$ cat config.mk
export PLATFORM = sky130hd
export DESIGN_NAME = acc_cpu_core
export DESIGN_NICKNAME = d
export VERILOG_FILES = /design/src/rtl/acc_cpu_pkg.sv /design/src/rtl/acc_cpu_step_timer.sv /design/src/rtl/acc_cpu_sequencer.sv /design/src/rtl/acc_cpu_alu.sv /design/src/rtl/acc_cpu_core.sv
export SDC_FILE = /design/constraint.sdc
export NUM_CORES = 1
export LEC_CHECK = 0
export ABC_AREA = 1
export BUFFER_PORTS_ARGS = -buffer_cell sky130_fd_sc_hd__buf_4
export CAP_MARGIN = 20
export CORE_UTILIZATION = 40
export DETAILED_ROUTE_END_ITERATION = 12
export HOLD_SLACK_MARGIN = 0.06
export MAX_ROUTING_LAYER = met4
export PLACE_DENSITY = 0.64
export SYNTH_ARGS = -nofsm -noshare
export SYNTH_HDL_FRONTEND = slang
export SYNTH_HIERARCHICAL = 1
export SYNTH_SLANG_ARGS = --single-unit
export TNS_END_PERCENT = 1
$ cat constraint.sdc
create_clock -name clk -period 7.3 [get_ports clk]
set_input_delay 1.46 -clock clk [delete_from_list [all_inputs] [get_ports clk]]
set_output_delay 1.46 -clock clk [all_outputs]
set_load 0.02 [all_outputs]
$ cat src/rtl/acc_cpu_pkg.sv
package acc_cpu_pkg;
  localparam logic [3:0] OPC_LOAD  = 4'h1;
  localparam logic [3:0] OPC_STORE = 4'h2;
  localparam logic [3:0] OPC_ADD   = 4'h3;
  localparam logic [3:0] OPC_SUB   = 4'h4;
  localparam logic [3:0] OPC_MUL   = 4'h5;
  localparam logic [3:0] OPC_STOP  = 4'hF;

  typedef enum logic [3:0] {
    ST_FMAR,   // PC -> MAR
    ST_FREAD,  // memory -> MDR (instruction)
    ST_FIR,    // MDR -> IR, PC += 2
    ST_DECODE,
    ST_XMAR,   // IR address -> MAR
    ST_XREAD,  // memory -> MDR (operand)
    ST_XWRITE, // MDR -> memory
    ST_XALU,   // accumulator update
    ST_HALT
  } cpu_state_t;

  function automatic logic uses_operand(input logic [3:0] opc);
    return (opc == OPC_LOAD) || (opc == OPC_STORE) || (opc == OPC_ADD) ||
           (opc == OPC_SUB) || (opc == OPC_MUL);
  endfunction
endpackage

$ cat src/rtl/acc_cpu_step_timer.sv
module acc_cpu_step_timer #(
  parameter int CW = 4
) (
  input  logic          clk,
  input  logic          rst_n,
  input  logic [CW-1:0] rst_val,
  input  logic [CW-1:0] load_val,
  output logic          step_end
);
  logic [CW-1:0] cnt_q;

  assign step_end = (cnt_q == '0);

  always_ff @(posedge clk) begin
    if (!rst_n)        cnt_q <= rst_val;
    else if (step_end) cnt_q <= load_val;
    else               cnt_q <= cnt_q - 1'b1;
  end


  step_cnt_chk: assert property (@(posedge clk) disable iff (!rst_n)
    !step_end |=> cnt_q == $past(cnt_q) - 1'b1);
endmodule

$ cat src/rtl/acc_cpu_sequencer.sv
module acc_cpu_sequencer
  import acc_cpu_pkg::*;
#(
  parameter int XFER_CYC = 1,
  parameter int DEC_CYC  = 2,
  parameter int ADD_CYC  = 2,
  parameter int MUL_CYC  = 5,
  parameter int MEM_CYC  = 10
) (
  input  logic       clk,
  input  logic       rst_n,
  input  logic [3:0] opc,
  output cpu_state_t state,
  output logic       step_end
);
  localparam int MAX_A   = (XFER_CYC > DEC_CYC) ? XFER_CYC : DEC_CYC;
  localparam int MAX_B   = (ADD_CYC > MUL_CYC) ? ADD_CYC : MUL_CYC;
  localparam int MAX_AB  = (MAX_A > MAX_B) ? MAX_A : MAX_B;
  localparam int MAX_CYC = (MAX_AB > MEM_CYC) ? MAX_AB : MEM_CYC;
  localparam int CW      = $clog2(MAX_CYC + 1);

  cpu_state_t state_q, state_d;

  function automatic logic [CW-1:0] step_cost(input cpu_state_t s, input logic [3:0] o);
    int c;
    case (s)
      ST_FREAD, ST_XREAD, ST_XWRITE: c = MEM_CYC;
      ST_DECODE:                     c = DEC_CYC;
      ST_XALU: begin
        if (o == OPC_MUL)                         c = MUL_CYC;
        else if (o == OPC_ADD || o == OPC_SUB)    c = ADD_CYC;
        else                                      c = XFER_CYC;
      end
      default:                       c = XFER_CYC;
    endcase
    return CW'(c - 1);
  endfunction

  always_comb begin
    state_d = state_q;
    case (state_q)
      ST_FMAR:   state_d = ST_FREAD;
      ST_FREAD:  state_d = ST_FIR;
      ST_FIR:    state_d = ST_DECODE;
      ST_DECODE: begin
        if (opc == OPC_STOP)       state_d = ST_HALT;
        else if (uses_operand(opc)) state_d = ST_XMAR;
        else                        state_d = ST_FMAR;
      end
      ST_XMAR:   state_d = (opc == OPC_STORE) ? ST_XWRITE : ST_XREAD;
      ST_XREAD:  state_d = ST_XALU;
      ST_XWRITE: state_d = ST_FMAR;
      ST_XALU:   state_d = ST_FMAR;
      default:   state_d = ST_HALT;
    endcase
  end

  always_ff @(posedge clk) begin
    if (!rst_n)        state_q <= ST_FMAR;
    else if (step_end) state_q <= state_d;
  end

  acc_cpu_step_timer #(.CW(CW)) timer_i (
    .clk     (clk),
    .rst_n   (rst_n),
    .rst_val (step_cost(ST_FMAR, 4'h0)),
    .load_val(step_cost(state_d, opc)),
    .step_end(step_end)
  );

  assign state = state_q;


  halt_trap_chk: assert property (@(posedge clk) disable iff (!rst_n)
    state_q == ST_HALT |=> state_q == ST_HALT);
endmodule

$ cat src/rtl/acc_cpu_alu.sv
module acc_cpu_alu
  import acc_cpu_pkg::*;
#(
  parameter int DW = 16
) (
  input  logic [3:0]    opc,
  input  logic [DW-1:0] acc,
  input  logic [DW-1:0] opnd,
  output logic [DW-1:0] result,
  output logic          res_zero,
  output logic          res_neg
);
  function automatic logic [DW-1:0] low_product(input logic [DW-1:0] a, input logic [DW-1:0] b);
    logic [2*DW-1:0] p;
    p = a * b;
    return p[DW-1:0];
  endfunction

  function automatic logic [DW-1:0] combine(input logic [3:0] o, input logic [DW-1:0] a,
                                            input logic [DW-1:0] m);
    case (o)
      OPC_LOAD: return m;
      OPC_ADD:  return a + m;
      OPC_SUB:  return a - m;
      OPC_MUL:  return low_product(a, m);
      default:  return a;
    endcase
  endfunction

  assign result   = combine(opc, acc, opnd);
  assign res_zero = (result == '0);
  assign res_neg  = result[DW-1];
endmodule

$ cat src/rtl/acc_cpu_core.sv
module acc_cpu_core
  import acc_cpu_pkg::*;
#(
  parameter int DW       = 16,
  parameter int AW       = 10,
  parameter int XFER_CYC = 1,
  parameter int DEC_CYC  = 2,
  parameter int ADD_CYC  = 2,
  parameter int MUL_CYC  = 5,
  parameter int MEM_CYC  = 10
) (
  input  logic          clk,
  input  logic          rst_n,
  output logic [AW-1:0] mem_addr,
  output logic          mem_rd,
  output logic          mem_wr,
  output logic [DW-1:0] mem_wdata,
  input  logic [DW-1:0] mem_rdata,
  output logic [DW-1:0] acc_out,
  output logic          zero_flag,
  output logic          neg_flag,
  output logic          halted
);
  localparam int OPW    = 4;
  localparam int OPC_LO = DW - OPW;
  localparam int PC_INC = DW / 8;

  logic [AW-1:0] pc_q, mar_q;
  logic [DW-1:0] mdr_q, ir_q, acc_q;
  logic          zf_q, nf_q;
  logic [3:0]    opc;
  cpu_state_t    state;
  logic          step_end;
  logic [DW-1:0] alu_res;
  logic          alu_zero, alu_neg;
  logic          ir_load, acc_load;

  assign opc      = ir_q[DW-1:OPC_LO];
  assign ir_load  = step_end && (state == ST_FIR);
  assign acc_load = step_end && (state == ST_XALU);

  acc_cpu_sequencer #(
    .XFER_CYC(XFER_CYC), .DEC_CYC(DEC_CYC), .ADD_CYC(ADD_CYC),
    .MUL_CYC(MUL_CYC), .MEM_CYC(MEM_CYC)
  ) seq_i (
    .clk     (clk),
    .rst_n   (rst_n),
    .opc     (opc),
    .state   (state),
    .step_end(step_end)
  );

  acc_cpu_alu #(.DW(DW)) alu_i (
    .opc     (opc),
    .acc     (acc_q),
    .opnd    (mdr_q),
    .result  (alu_res),
    .res_zero(alu_zero),
    .res_neg (alu_neg)
  );

  always_ff @(posedge clk) begin
    if (!rst_n) begin
      pc_q  <= '0;
      mar_q <= '0;
      mdr_q <= '0;
      ir_q  <= '0;
      acc_q <= '0;
      zf_q  <= 1'b0;
      nf_q  <= 1'b0;
    end else if (step_end) begin
      case (state)
        ST_FMAR:  mar_q <= pc_q;
        ST_FREAD: mdr_q <= mem_rdata;
        ST_FIR: begin
          ir_q <= mdr_q;
          pc_q <= pc_q + AW'(PC_INC);
        end
        ST_XMAR: begin
          mar_q <= ir_q[AW-1:0];
          if (opc == OPC_STORE) mdr_q <= acc_q;
        end
        ST_XREAD: mdr_q <= mem_rdata;
        ST_XALU: begin
          acc_q <= alu_res;
          zf_q  <= alu_zero;
          nf_q  <= alu_neg;
        end
        default: ;
      endcase
    end
  end

  assign mem_addr  = mar_q;
  assign mem_rd    = (state == ST_FREAD) || (state == ST_XREAD);
  assign mem_wr    = (state == ST_XWRITE);
  assign mem_wdata = mdr_q;
  assign acc_out   = acc_q;
  assign zero_flag = zf_q;
  assign neg_flag  = nf_q;
  assign halted    = (state == ST_HALT);


  pc_step_chk: assert property (@(posedge clk) disable iff (!rst_n)
    ir_load |=> pc_q == $past(pc_q) + AW'(PC_INC));


  no_rdwr_clash_chk: assert property (@(posedge clk) disable iff (!rst_n)
    !(mem_rd && mem_wr));


  rd_hold_chk: assert property (@(posedge clk) disable iff (!rst_n)
    (mem_rd && !step_end) |=> (mem_rd && $stable(mem_addr)));


  flag_match_chk: assert property (@(posedge clk) disable iff (!rst_n)
    acc_load |=> (zero_flag == (acc_out == '0)) && (neg_flag == acc_out[DW-1]));


  store_keeps_acc_chk: assert property (@(posedge clk) disable iff (!rst_n)
    mem_wr |=> $stable(acc_out) && $stable(zero_flag) && $stable(neg_flag));


  halt_quiet_chk: assert property (@(posedge clk) disable iff (!rst_n)
    halted |=> halted && !mem_rd && !mem_wr);
endmodule

==> results by group <==
Outcome
  • Status: complete, no violations

Synth
  • Post-synth EDFFs: 0
  • Top_reg_cell synth: dfxtp_1
  • Mean area per synthesized cell: 6.25 um2
  • Fraction of registers with async set/reset: 0%
  • Synth cell types: 46
  • Yosys top cell by area: nand2_1
  • Warnings, synthesis: 6
  • Top-count cell post-synth: nand2_1
  • Top post-synthesis cells by area: nand2_1 (18%), fa_1 (17%), dfxtp_1 (16%), inv_1 (13%), ha_1 (8.9%)
  • Post-synthesis sequential area ratio: 15.7%
  • Cell count after synthesis: 1530
  • Top-area cell type share of the netlist area: 17.9%
  • Post-Syn Area: 9570 um2
  • Top cells by count, synth: nand2_1 (455), inv_1 (319), nor2_1 (157)
  • Flops & latches, synth: 75

STA
  • Least-Margin Pin Slew: 0.836 ns
  • Final setup fails: 0
  • Fmax: 166 MHz
  • Final Max Slew Viols: 0
  • Final hold vios: 0
  • RSZ-0062 raised after global routing: no
  • Setup TNS: 0 ns
  • Worst Clk Skew: 0.00869 ns
  • Crit path time final: 6.03 ns
  • Slew headroom: 44.0%
  • Final period util: 82.6%

Clocking
  • Clock transition at the registers of the reported paths: 0.06 ns
  • Post-cts resize count: 0
  • TritonCTS Sinks: 75
  • Clock Latency Late Sink: 0.34 ns
  • CTS root buffer: clkbuf_16
  • CTS Hold Bufs: 0
  • H-tree depth: 3
  • CTS tree: done
  • CTS max path bufs: 2
  • Num CTS Buffers: 9
  • Post-CTS Setup Inserts: 0

Global route
  • First-pass GRT wire length: 46.6 mm
  • Gr usage total: 25.3%
  • Antenna violations before repair: 0
  • Number of global-route vias before repair: 9072
  • Largest net degree at the start of global routing: 74
  • Overflow left after global routing: 0

Routing
  • First DRT Iteration DRCs: 697
  • Routed Antenna Nets: 0
  • Drt drc: 0
  • Post-Route WL: 28.8 mm
  • WL per Instance: 15.2 um
  • Pre-antenna DRT Iters: 5
  • Via count: 9414
  • Mean number of vias per cell: 4.98

Setup path
  • CP startpoint kind: flop
  • Worst endpoint required time: 7.57 ns
  • Worst setup path class: flop to flop
  • CP Capture Type: flop
  • WP data arrival: 6.30 ns
  • Critical-path maximum fanout: 12

Power
  • P_int: 0.000926 W
  • Leak: 6.19 nW
  • Clock power frac: 42.3%
  • Combinational share of power: 24.6%
  • PD cells: 125 nW/um2
  • Sw power: 0.000410 W
  • Switching share of total power: 30.7%
  • Flop pwr share: 33.1%
  • Worst IR Drop VDD: 0.000173 V

Flow run
  • Max Cap Viol: 0

Layout
  • Fin cells: 1892
  • Fillers: 2445
  • Ratio of cells with drive above 1 in the final layout: 8.33%
  • Layout Nets: 1735
  • Register area: 1500 um2
  • Multi-input gate area: 6550 um2
  • Ant diodes: 0
  • Final instance area: 10700 um2
  • Area Overhead vs Synth: 11.7%
  • Final core occ: 45.5%

Floorplanning
  • Die ar.: 24500 um2
  • Die height: 157 um
  • Die W: 157 um
  • Io pins: 65
  • Effective utilization at floorplan: 40.8%
  • Area of the core: 23500 um2
  • Rows: 56

Hold path
  • Worst Hold Class: flop to flop

Place
  • Dpl cells: 1876
  • Post-DP HPWL: 22.1 mm
  • # port buffers: 64
  • Routability cong.: 0.958
  • DP Area: 10300 um2
==> per-layer routing <==
metal	up-vias	global-route usage (%)	wire (um)
met1	4381	32.5	12900
met5	-	-	0
met4	0	6.82	585
met3	56	3.13	1990
met2	308	41.9	13400
li1	4669	-	-
==> state kept, by name (all words and copies together) (netlist names) <==
register,cells
zero_flag,1
acc_out,16
ir_q,14
seq_i/timer_i/cnt_q,4
neg_flag,1
seq_i/state,4
mem_wdata,16
mem_addr,10
pc_q,9
==> cell type report <==
class,count,share of cell area [%]
repair buffers,80,5.62
clock inverters,4,1.12
multi-input cells,1067,61.3
clock buffers,12,2.40
flip-flops and latches,75,14.0
inverters,335,11.8
well taps,319,3.73
==> worst paths after layout <==
kind,to,slack (ns),start,cells past startpoint
min reg2reg,pc_q[3],0.48,pc_q[3],2
max,zero_flag,1.27,acc_out[9],25
min,pc_q[3],0.48,pc_q[3],2
max reg2reg,zero_flag,1.27,acc_out[9],25
==> metrics by stage <==
stage / hold WS, ns / power [W] / setup slack [ns]
after global routing: 0.525 / 0.00140 / 0.849
after CTS: 0.489 / 0.00134 / 1.29
after detailed placement: 0.479 / 0.000775 / 1.32
final: 0.484 / 0.00134 / 1.27
after floorplan: 0.435 / 0.000691 / 1.53
after global placement: 0.469 / 0.000770 / 1.44
==> power by group through the flow <==
stage               Clock (W)  Combinational [W]  Sequential [W]
finish               0.000565           0.000329        0.000443
global route         0.000583           0.000373        0.000445
CTS                  0.000568           0.000326        0.000442
detailed placement          0           0.000324        0.000451
global placement            0           0.000319        0.000451
floorplan                   0           0.000241        0.000450
==> layout by cell type (no fill, tap or decap), drive strengths merged, types with 2 or more instances in the layout <==
master and n:
dfxtp 75, ha 68, nand3b 9, o21ai 82, conb 5, or2 7
o22ai 12, a31oi 2, xor2 12, nand3 72, nor2 161, bufinv 4
xnor2 6, nand2 457, nand4 9, inv 334, fa 81, nor3 12
o21bai 2, a21boi 2, a21oi 62, clkbuf 12, buf 80
==> critical path, stage by stage (launching register included) <==
cell and delay (ns):
dfxtp_1 0.79, nand2_1 0.17, fa_1 0.55, fa_1 0.43
fa_1 0.48, fa_1 0.49, inv_1 0.05, fa_1 0.54
inv_1 0.07, fa_1 0.53, inv_1 0.04, ha_1 0.34
a21oi_1 0.18, a21boi_0 0.20, nand3_1 0.11, nand2_1 0.09
nand2_1 0.05, nand2_1 0.05, nand2_1 0.06, nor2_1 0.09
nor2_1 0.04, nand2_1 0.09, nand4_1 0.13, nor3_2 0.19
o21ai_0 0.10, nor2_1 0.11
==> cell families after synthesis <==
| group | share of synthesized area (%) |
|---|---|
| fa+ha+maj | 25.8 |
| other cells | 0.0392 |
| compound gates | 9.34 |
| buf+inv | 16.0 |
| flops | 15.7 |
| xor+xnor | 1.65 |
| simple gates | 31.5 |
(Power assumes the default switching activity.)
